File: config.mk
export PLATFORM = sky130hd
export DESIGN_NAME = keyed_wdog
export DESIGN_NICKNAME = d
export VERILOG_FILES = /design/src/rtl/wdog_pkg.sv /design/src/rtl/wdog_unlock.sv /design/src/rtl/wdog_counter.sv /design/src/rtl/keyed_wdog.sv
export SDC_FILE = /design/constraint.sdc
export NUM_CORES = 1
export LEC_CHECK = 0
export BUFFER_PORTS_ARGS = -buffer_cell sky130_fd_sc_hd__buf_2
export CAP_MARGIN = 20
export CORE_UTILIZATION = 32
export DETAILED_ROUTE_END_ITERATION = 16
export SLEW_MARGIN = 0
export SYNTH_ARGS = -nofsm -noshare
export SYNTH_HDL_FRONTEND = slang
export SYNTH_SLANG_ARGS = --single-unit
File: constraint.sdc
create_clock -name clk_i -period 8.55 [get_ports clk_i]
set_input_delay 0.4275 -clock clk_i [delete_from_list [all_inputs] [get_ports clk_i]]
set_output_delay 0.4275 -clock clk_i [all_outputs]
set_load 0.1 [all_outputs]
File: src/rtl/wdog_pkg.sv
package wdog_pkg;
  localparam int OFF_CFG    = 'h00;
  localparam int OFF_COUNT  = 'h08;
  localparam int OFF_SCALED = 'h10;
  localparam int OFF_FEED   = 'h18;
  localparam int OFF_KEY    = 'h1C;
  localparam int OFF_CMP    = 'h20;

  localparam logic [31:0] UNLOCK_WORD = 32'h0051_F15E;
  localparam logic [31:0] FEED_WORD   = 32'h0D09_F00D;

  localparam int B_RST_EN  = 8;
  localparam int B_ZERO    = 9;
  localparam int B_ALWAYS  = 12;
  localparam int B_AWAKE   = 13;
  localparam int B_PEND    = 28;
  localparam int SCALE_W   = 4;
endpackage

File: src/rtl/wdog_unlock.sv
module wdog_unlock
  import wdog_pkg::*;
#(
  parameter int AW = 8
) (
  input  logic          clk_i,
  input  logic          rst_ni,
  input  logic          wr_i,
  input  logic [AW-1:0] addr_i,
  input  logic [31:0]   wdata_i,
  output logic          wr_acc_o,
  output logic          unlocked_o
);
  logic unlocked_q;
  logic key_sel;

  assign key_sel = (addr_i == AW'(OFF_KEY));

  // every write consumes the unlock; only a correct key write re-arms it
  always_ff @(posedge clk_i or negedge rst_ni) begin
    if (!rst_ni)   unlocked_q <= 1'b0;
    else if (wr_i) unlocked_q <= key_sel && (wdata_i == UNLOCK_WORD);
  end

  assign wr_acc_o   = wr_i && !key_sel && unlocked_q;
  assign unlocked_o = unlocked_q;
endmodule

File: src/rtl/wdog_counter.sv
module wdog_counter
  import wdog_pkg::*;
#(
  parameter int CNT_W = 31,
  parameter int CMP_W = 16
) (
  input  logic               clk_i,
  input  logic               rst_ni,
  input  logic               tick_i,
  input  logic               run_i,
  input  logic               load_i,
  input  logic [CNT_W-1:0]   load_val_i,
  input  logic               clear_i,
  input  logic [SCALE_W-1:0] scale_i,
  output logic [CNT_W-1:0]   count_o,
  output logic [CMP_W-1:0]   scaled_o
);
  logic [CNT_W-1:0] count_q;

  always_ff @(posedge clk_i or negedge rst_ni) begin
    if (!rst_ni)               count_q <= '0;
    else if (load_i)           count_q <= load_val_i;
    else if (clear_i)          count_q <= '0;
    else if (tick_i && run_i)  count_q <= count_q + 1'b1;
  end

  assign count_o  = count_q;
  assign scaled_o = CMP_W'(count_q >> scale_i);
endmodule

File: src/rtl/keyed_wdog.sv
module keyed_wdog
  import wdog_pkg::*;
#(
  parameter int AW    = 8,
  parameter int CNT_W = 31,
  parameter int CMP_W = 16
) (
  input  logic          clk_i,
  input  logic          rst_ni,
  input  logic          tick_i,
  input  logic          core_awake_i,
  input  logic          req_i,
  input  logic          we_i,
  input  logic [AW-1:0] addr_i,
  input  logic [31:0]   wdata_i,
  output logic [31:0]   rdata_o,
  output logic          irq_o,
  output logic          rst_req_o
);
  logic               wr_acc, unlocked_q;
  logic               wr_cfg, wr_cnt, wr_feed, wr_cmp;
  logic [SCALE_W-1:0] scale_q;
  logic               rst_en_q, zero_cmp_q, en_always_q, en_awake_q, pend_q;
  logic [CMP_W-1:0]   cmp_q;
  logic [CNT_W-1:0]   count_q;
  logic [CMP_W-1:0]   scaled;
  logic               run, hit, match, feed_ok, rst_q;

  wdog_unlock #(.AW(AW)) u_unlock (
    .clk_i      (clk_i),
    .rst_ni     (rst_ni),
    .wr_i       (req_i && we_i),
    .addr_i     (addr_i),
    .wdata_i    (wdata_i),
    .wr_acc_o   (wr_acc),
    .unlocked_o (unlocked_q)
  );

  assign wr_cfg  = wr_acc && (addr_i == AW'(OFF_CFG));
  assign wr_cnt  = wr_acc && (addr_i == AW'(OFF_COUNT));
  assign wr_feed = wr_acc && (addr_i == AW'(OFF_FEED));
  assign wr_cmp  = wr_acc && (addr_i == AW'(OFF_CMP));
  assign feed_ok = wr_feed && (wdata_i == FEED_WORD);

  assign run   = en_always_q || (en_awake_q && core_awake_i);
  assign hit   = (scaled >= cmp_q);
  assign match = (scaled == cmp_q);

  wdog_counter #(.CNT_W(CNT_W), .CMP_W(CMP_W)) u_counter (
    .clk_i      (clk_i),
    .rst_ni     (rst_ni),
    .tick_i     (tick_i),
    .run_i      (run),
    .load_i     (wr_cnt),
    .load_val_i (wdata_i[CNT_W-1:0]),
    .clear_i    (feed_ok || (zero_cmp_q && match)),
    .scale_i    (scale_q),
    .count_o    (count_q),
    .scaled_o   (scaled)
  );

  always_ff @(posedge clk_i or negedge rst_ni) begin
    if (!rst_ni) begin
      scale_q     <= '0;
      rst_en_q    <= 1'b0;
      zero_cmp_q  <= 1'b0;
      en_always_q <= 1'b0;
      en_awake_q  <= 1'b0;
    end else if (wr_cfg) begin
      scale_q     <= wdata_i[SCALE_W-1:0];
      rst_en_q    <= wdata_i[B_RST_EN];
      zero_cmp_q  <= wdata_i[B_ZERO];
      en_always_q <= wdata_i[B_ALWAYS];
      en_awake_q  <= wdata_i[B_AWAKE];
    end
  end

  always_ff @(posedge clk_i or negedge rst_ni) begin
    if (!rst_ni)     cmp_q <= '1;
    else if (wr_cmp) cmp_q <= wdata_i[CMP_W-1:0];
  end

  // compare has priority over a software clear of the pending flag
  always_ff @(posedge clk_i or negedge rst_ni) begin
    if (!rst_ni) begin
      pend_q <= 1'b0;
      rst_q  <= 1'b0;
    end else begin
      pend_q <= (wr_cfg ? wdata_i[B_PEND] : pend_q) || hit;
      rst_q  <= hit && !pend_q && rst_en_q;
    end
  end

  always_comb begin
    rdata_o = '0;
    unique case (addr_i)
      AW'(OFF_CFG): begin
        rdata_o[SCALE_W-1:0] = scale_q;
        rdata_o[B_RST_EN]    = rst_en_q;
        rdata_o[B_ZERO]      = zero_cmp_q;
        rdata_o[B_ALWAYS]    = en_always_q;
        rdata_o[B_AWAKE]     = en_awake_q;
        rdata_o[B_PEND]      = pend_q;
      end
      AW'(OFF_COUNT):  rdata_o[CNT_W-1:0] = count_q;
      AW'(OFF_SCALED): rdata_o[CMP_W-1:0] = scaled;
      AW'(OFF_CMP):    rdata_o[CMP_W-1:0] = cmp_q;
      default:         rdata_o = '0;
    endcase
  end

  assign irq_o     = pend_q;
  assign rst_req_o = rst_q;
endmodule

# ---- Yosys cells after proc, flatten, opt, wreduce, memory -nomap -nowiden
# Cells that the tools add are included.
dict set report totals {
  ff_bits 58
  latch_bits 0
  ram_bits 0
  romBits 0
  output_inout_bits 34
  word_cells 55
  n_memories 0
}
dict set report classes {
  add_sub_neg 1
  mul 0
  div 0
  n_lt_le_gt_ge 1
  n_eq_ne 8
  shifts 1
  mux 13
  bitwise_logic 0
  n_reduce_logical 21
}
# operator count
set ops {}
lappend ops {{$mux W31} 3}
lappend ops {{$eq A32 B23 Y1 const B} 1}
lappend ops {{$eq A32 B28 Y1 const B} 1}
lappend ops {{$add A31 B1 Y31 const B} 1}
lappend ops {{$shr A31 B4 Y16} 1}
lappend ops {{$eq A8 B5 Y1 const B} 3}
lappend ops {{$eq A16 B16 Y1} 1}
lappend ops {{$ge A16 B16 Y1} 1}
lappend ops {{$pmux W2 S4} 2}
lappend ops {{$pmux W4 S4} 1}
lappend ops {{$logic_and A1 B1 Y1} 14}
lappend ops {{$mux W12} 1}
lappend ops {{$pmux W2 S3} 2}
lappend ops {{$pmux W4 S3} 1}
lappend ops {{$eq A8 B4 Y1 const B} 1}
lappend ops {{$eq A8 B6 Y1 const B} 1}
lappend ops {{$logic_not A8 Y1} 1}
lappend ops {{$logic_or A1 B1 Y1} 3}
lappend ops {{$reduce_bool A3 Y1} 1}
lappend ops {{$logic_not A1 Y1} 2}
lappend ops {{$mux W2} 1}
lappend ops {{$pmux W1 S2} 1}
lappend ops {{$mux W1} 1}

# ---- Depth between registers and ports, before layout
dict set report logic_depth {
  ltp_word 9
  mapped_depth 15
}

# ---- Cells and area by module
# Synthesis repeated with hierarchy kept, for this count alone.
dict set report hier_totals {
  hier_cells 614
  hier_area_um2 5426.5
}
# module n_inst cells_each area_per_inst_um2 seq_area_each_um2
set modules_own_cells {}
lappend modules_own_cells {wdog_counter 1 386 3139.3 775.7}
lappend modules_own_cells {keyed_wdog 1 209 2104.5 670.6}
lappend modules_own_cells {wdog_unlock 1 19 182.7 25.0}

# ---- Worst setup path before layout
# OpenSTA, ideal clock, no wires.
dict set report synth_timing {
  path_kind {input to output}
  from {input addr_i[1]}
  to {output rdata_o[18]}
  t_arrival_ps 3931
  required_ps 8123
  setup_slack_ps 4191
  path_stages 3
  n_path_buf 1
  cell_sequence {or4b_1 -> buf_6 -> nor4_1}
}
dict set report synth_via {
  elab_chain_cells 2
}
# item line_no
set synth_lines {}
lappend synth_lines {{start, declared} keyed_wdog.sv:14} ;# input logic [AW-1:0] addr_i,
lappend synth_lines {{$eq A8 B4 Y1} keyed_wdog.sv:96} ;# unique case (addr_i)
lappend synth_lines {{$mux W12} keyed_wdog.sv:96}
lappend synth_lines {{end, declared} keyed_wdog.sv:16} ;# output logic [31:0] rdata_o,
# No other way between the ends.

# ---- Worst setup path after layout
dict set report layout_timing {
  from {register scale_q[2]}
  to {register u_counter.count_q[8], in the netlist u_counter.count_o[8]}
}
dict set report layout_via {
  elab_chain_cells 6
}
# item line_no
set layout_lines {}
lappend layout_lines {{start, declared} keyed_wdog.sv:22} ;# logic [SCALE_W-1:0] scale_q;
lappend layout_lines {{start signal, assigned} keyed_wdog.sv:70} ;# scale_q <= wdata_i[SCALE_W-1:0];
lappend layout_lines {{$shr A31 B4 Y16 *} wdog_counter.sv:28} ;# assign scaled_o = CMP_W'(count_q >> scale_i);
lappend layout_lines {{$eq A16 B16 Y1 *} keyed_wdog.sv:47} ;# assign match = (scaled == cmp_q);
lappend layout_lines {{$logic_and A1 B1 Y1 *} keyed_wdog.sv:56} ;# .clear_i (feed_ok || (zero_cmp_q && match)),
lappend layout_lines {{$logic_or A1 B1 Y1 *} keyed_wdog.sv:56}
lappend layout_lines {{$mux W31} wdog_counter.sv:23} ;# else if (clear_i) count_q <= '0;
lappend layout_lines {{$mux W31} wdog_counter.sv:22} ;# else if (load_i) count_q <= load_val_i;
lappend layout_lines {{end signal, assigned} wdog_counter.sv:22}
lappend layout_lines {{end signal, assigned} wdog_counter.sv:24} ;# else if (tick_i && run_i) count_q <= count_q + 1'b1;
lappend layout_lines {{end, declared} wdog_counter.sv:18} ;# logic [CNT_W-1:0] count_q;
# Mark *: on every way between the ends. The rest lies on a longest branch, timed or not.
# A chain may end at the register's enable or synchronous reset.

==> run_results.csv <==
group,metric,value,unit
pwr,p_sw_share,23.9,%
detailed_routing,wl,18900,um
sta,timing_hold_violations_final,0,
layout,final_cells,928,
grt,grt-ovfl-total,0,
clock_tree,root_buffer,"clkbuf_16",
pwr,seqPwrFrac,39.9,%
sta,worstMarginPinSlew,0.965,ns
die,dieWidth,134,um
synth,synthCells,661,
pwr,switchingPower,165,uW
worst_setup_path,slowest_stage,"dfrtp_1",
synth,ys_types,63,
worst_setup_path,cp-start-kind,"flop",
die,die_area,17800,um^2
layout,final_area,6250,um^2
synth,synth-main-ff-cell,"dfrtp_1",
synth,syn_nets,724,
pwr,clock_power_share,54.6,%
grt,antenna_found_initial,0,
clock_tree,clkLatencyLatePin,0.35,ns
detailed_routing,vias,5342,
sta,setup_slack,4.17,ns
die,num_io_pins,80,
detailed_routing,final_antenna_net_count,0,
clock_tree,clockBufferDepth,2,
detailed_routing,avgRoutedWirePerCell,20.4,um
worst_setup_path,critical_path_class,"reg2reg",
worst_setup_path,end_kind,"flop",
sta,maxSlewViolCount,0,
placed_design,io_buffer_count,78,
detailed_routing,drcViolationCount,0,
synth,ys_warn_count,0,
pwr,p_leak,0.00281,uW
sta,layout_min_cycle_time,4.38,ns
synth,synth.avg_cell_area,8.38,um^2
clock_tree,htree_levels,3,
flow_run,cap_violations,0,
detailed_routing,dr.pass1.iters,5,
synth,synth-seq-cells,58,
pwr,power_density,110,nW/um^2
worst_setup_path,crit_chain,"clkinv_1 > and2_1 > a211oi_1 > a21oi_1 > ha_1 > nand4_1 > or3_1 > or2_2 > a22o_2 > a32oi_1 > nor2_1",
synth,async_reset_ff_share,100,%
die,num_rows,47,
sta,post-route-period-util,51.3,%
clock_tree,post_cts_buffers,0,
die,coreArea,16800,um^2
clock_tree,cts_sinks,58,
layout,drive_gt1_share,29.8,%
die,start_util,33.1,%
synth,synth_edf_count,0,
clock_tree,path_clk_slew,0.06,ns
placed_design,placed_cells,912,
layout,finalNetCount,766,
sta,slew_headroom,35.1,%
detailed_routing,via_per_inst,5.76,
worst_setup_path,critPathArrivalTime,4.61,ns
worst_setup_path,path_max_fanout,31,
clock_tree,cts_made_buffers,9,
layout,final_common_cell,"nand2_1",
sta,tns,0,ns
synth,ys_seq_area_share,26.6,%
hold_path,worst_hold_path_type,"in2async",
layout,antenna_cells,0,
sta,setup_viol_count_final,0,
sta,fin_skew,0.0153,ns
pwr,p_int,525,uW
layout,area_growth,12.9,%
detailed_routing,drt_iter0_drc,548,
placed_design,dpl_cell_area,5950,um^2
sta,max_freq,228,MHz
outcome,status,"completed",
synth,syn_area,5540,um^2
pwr,p_comb_share,5.5,%
placed_design,dp_slack,4.21,ns
worst_setup_path,cp.required,8.78,ns
die,die_h,134,um
sta,grt_setup_unrepaired,"false",
layout,final_cell_mix,"nand2_1, buf_2, o21ai_0, dfrtp_1, a21oi_2",
grt,grt_max_degree,59,
clock_tree,cts_tree,"yes",
grt,grt_pass1_vias,5147,
clock_tree,cts_hold_buf,0,
grt,grt_pass1_wl,29600,um
placed_design,dp_hpwl,13900,um
pwr,ir_drop,84.5,uV
placed_design,globalplace.congestion,0.915,
grt,grt_use_total,21.8,%
clock_tree,cts_resized,0,
worst_setup_path,cpPeakStageDelay,0.80,ns
## final timing paths
| kind | cells past startpoint | endpoint | startpoint | slack, ns |
|---|---|---|---|---|
| min in group clk_i | 3 | cmp_q[11]$_DFFE_PN1P_ | wdata_i[11] | 0.34 |
| worst min register to register | 2 | u_unlock.unlocked_o$_DFFE_PN0P_ | u_unlock.unlocked_o$_DFFE_PN0P_ | 0.49 |
| worst min-delay path | 2 | scale_q[3]$_DFFE_PN0P_ | rst_ni | 0.25 |
| max in group asynchronous | 2 | u_counter.count_o[28]$_DFFE_PN0P_ | rst_ni | 7.75 |
| worst max-delay path | 11 | u_counter.count_o[8]$_DFFE_PN0P_ | scale_q[2]$_DFFE_PN0P_ | 4.17 |
| worst max register to register | 11 | u_counter.count_o[8]$_DFFE_PN0P_ | scale_q[2]$_DFFE_PN0P_ | 4.17 |
## layer usage
layer | wire [um] | vias up | GRT usage [%]
met4 | 465 | 0 | 8.52
met2 | 8630 | 227 | 33.5
li1 | - | 2502 | -
met3 | 1300 | 33 | 4.38
met5 | 0 | - | 0
met1 | 8500 | 2580 | 30.0
## logic make-up after synthesis
| family | after synthesis | synth area share [%] |
|---|---|---|
| AND/OR/NAND/NOR | 257 | 23.5 |
| adder cells (fa/ha/maj) | 17 | 3.84 |
| AO/OA/AOI/OAI | 195 | 24.4 |
| other | 1 | 0.0677 |
| multiplexers | 54 | 14.1 |
| flip-flops | 58 | 26.6 |
| buffers and inverters | 79 | 7.50 |
## Yosys cell counts, types with 3 or more instances
library cell,number,area (um^2)
nand2b_1,3,18.8
buf_4,4,30.0
a22o_1,5,43.8
o41ai_1,3,26.3
dfstp_2,16,420
and3_1,8,50.1
nor4_2,4,50.1
a221o_1,7,70.1
nand3_1,21,105
nor3_1,6,30.0
dfrtp_1,42,1050
a22oi_2,6,75.1
and2_1,13,81.3
o31ai_1,6,45.0
inv_1,22,82.6
nor2_1,35,131
nor2b_1,4,25.0
o21ai_0,62,310
a32o_1,3,30.0
ha_1,17,213
mux2i_1,23,230
nor4_1,8,50.1
a21oi_2,38,333
nand4_1,15,93.8
mux2_2,13,146
clkbuf_1,19,71.3
buf_2,20,100
clkbuf_2,4,20.0
nand2_1,117,439
buf_6,4,45.0
a21oi_1,31,155
or2_2,3,18.8
mux4_2,18,405
a211oi_1,4,30.0
or3_1,3,18.8
a21o_1,17,128
or4b_1,3,30.0
## metrics by stage
| stage | hold WS [ns] | utilization, % | total power [uW] |
|---|---|---|---|
| finish | 0.251 | 37.3 | 689 |
| global route | 0.307 | 37.3 | 709 |
| CTS | 0.279 | 37.3 | 696 |
| detailed placement | 0.474 | 35.5 | 318 |
| global placement | 0.478 | 35.5 | 318 |
| floorplan | 0.132 | - | 290 |
## power by group through the flow
stage / logic [uW] / clock network (uW) / registers, uW
floorplan: 10.3 / 0 / 280
global placement: 37.9 / 0 / 280
detailed placement: 38.2 / 0 / 280
CTS: 38.3 / 382 / 275
global route: 40.9 / 393 / 275
finish: 37.9 / 376 / 275
## critical path, delay by kind of cell, from the launching register on
kind,cells,cell delay [ns]
simple gates,5,1.28
fa+ha+maj,1,0.36
flops,1,0.80
buf+inv,1,0.69
compound gates,4,1.10
## registers in the layout (all words and copies together) (netlist names)
| signal | cells |
|---|---|
| rst_en_q | 1 |
| en_always_q | 1 |
| scale_q | 4 |
| cmp_q | 16 |
| rst_req_o | 1 |
| zero_cmp_q | 1 |
| irq_o | 1 |
| u_unlock.unlocked_o | 1 |
| en_awake_q | 1 |
| u_counter.count_o | 31 |
## area by class of cell
| class | instances | area, um^2 |
|---|---|---|
| clock buffer | 13 | 293 |
| clock inverter | 3 | 16.3 |
| fill | 1773 | 10500 |
| inverter | 24 | 90.1 |
| multi-input combinational | 524 | 3660 |
| sequential | 58 | 1470 |
| tap | 220 | 275 |
| timing repair buffer | 86 | 450 |
No activity file was read; power rests on OpenSTA's default activity.
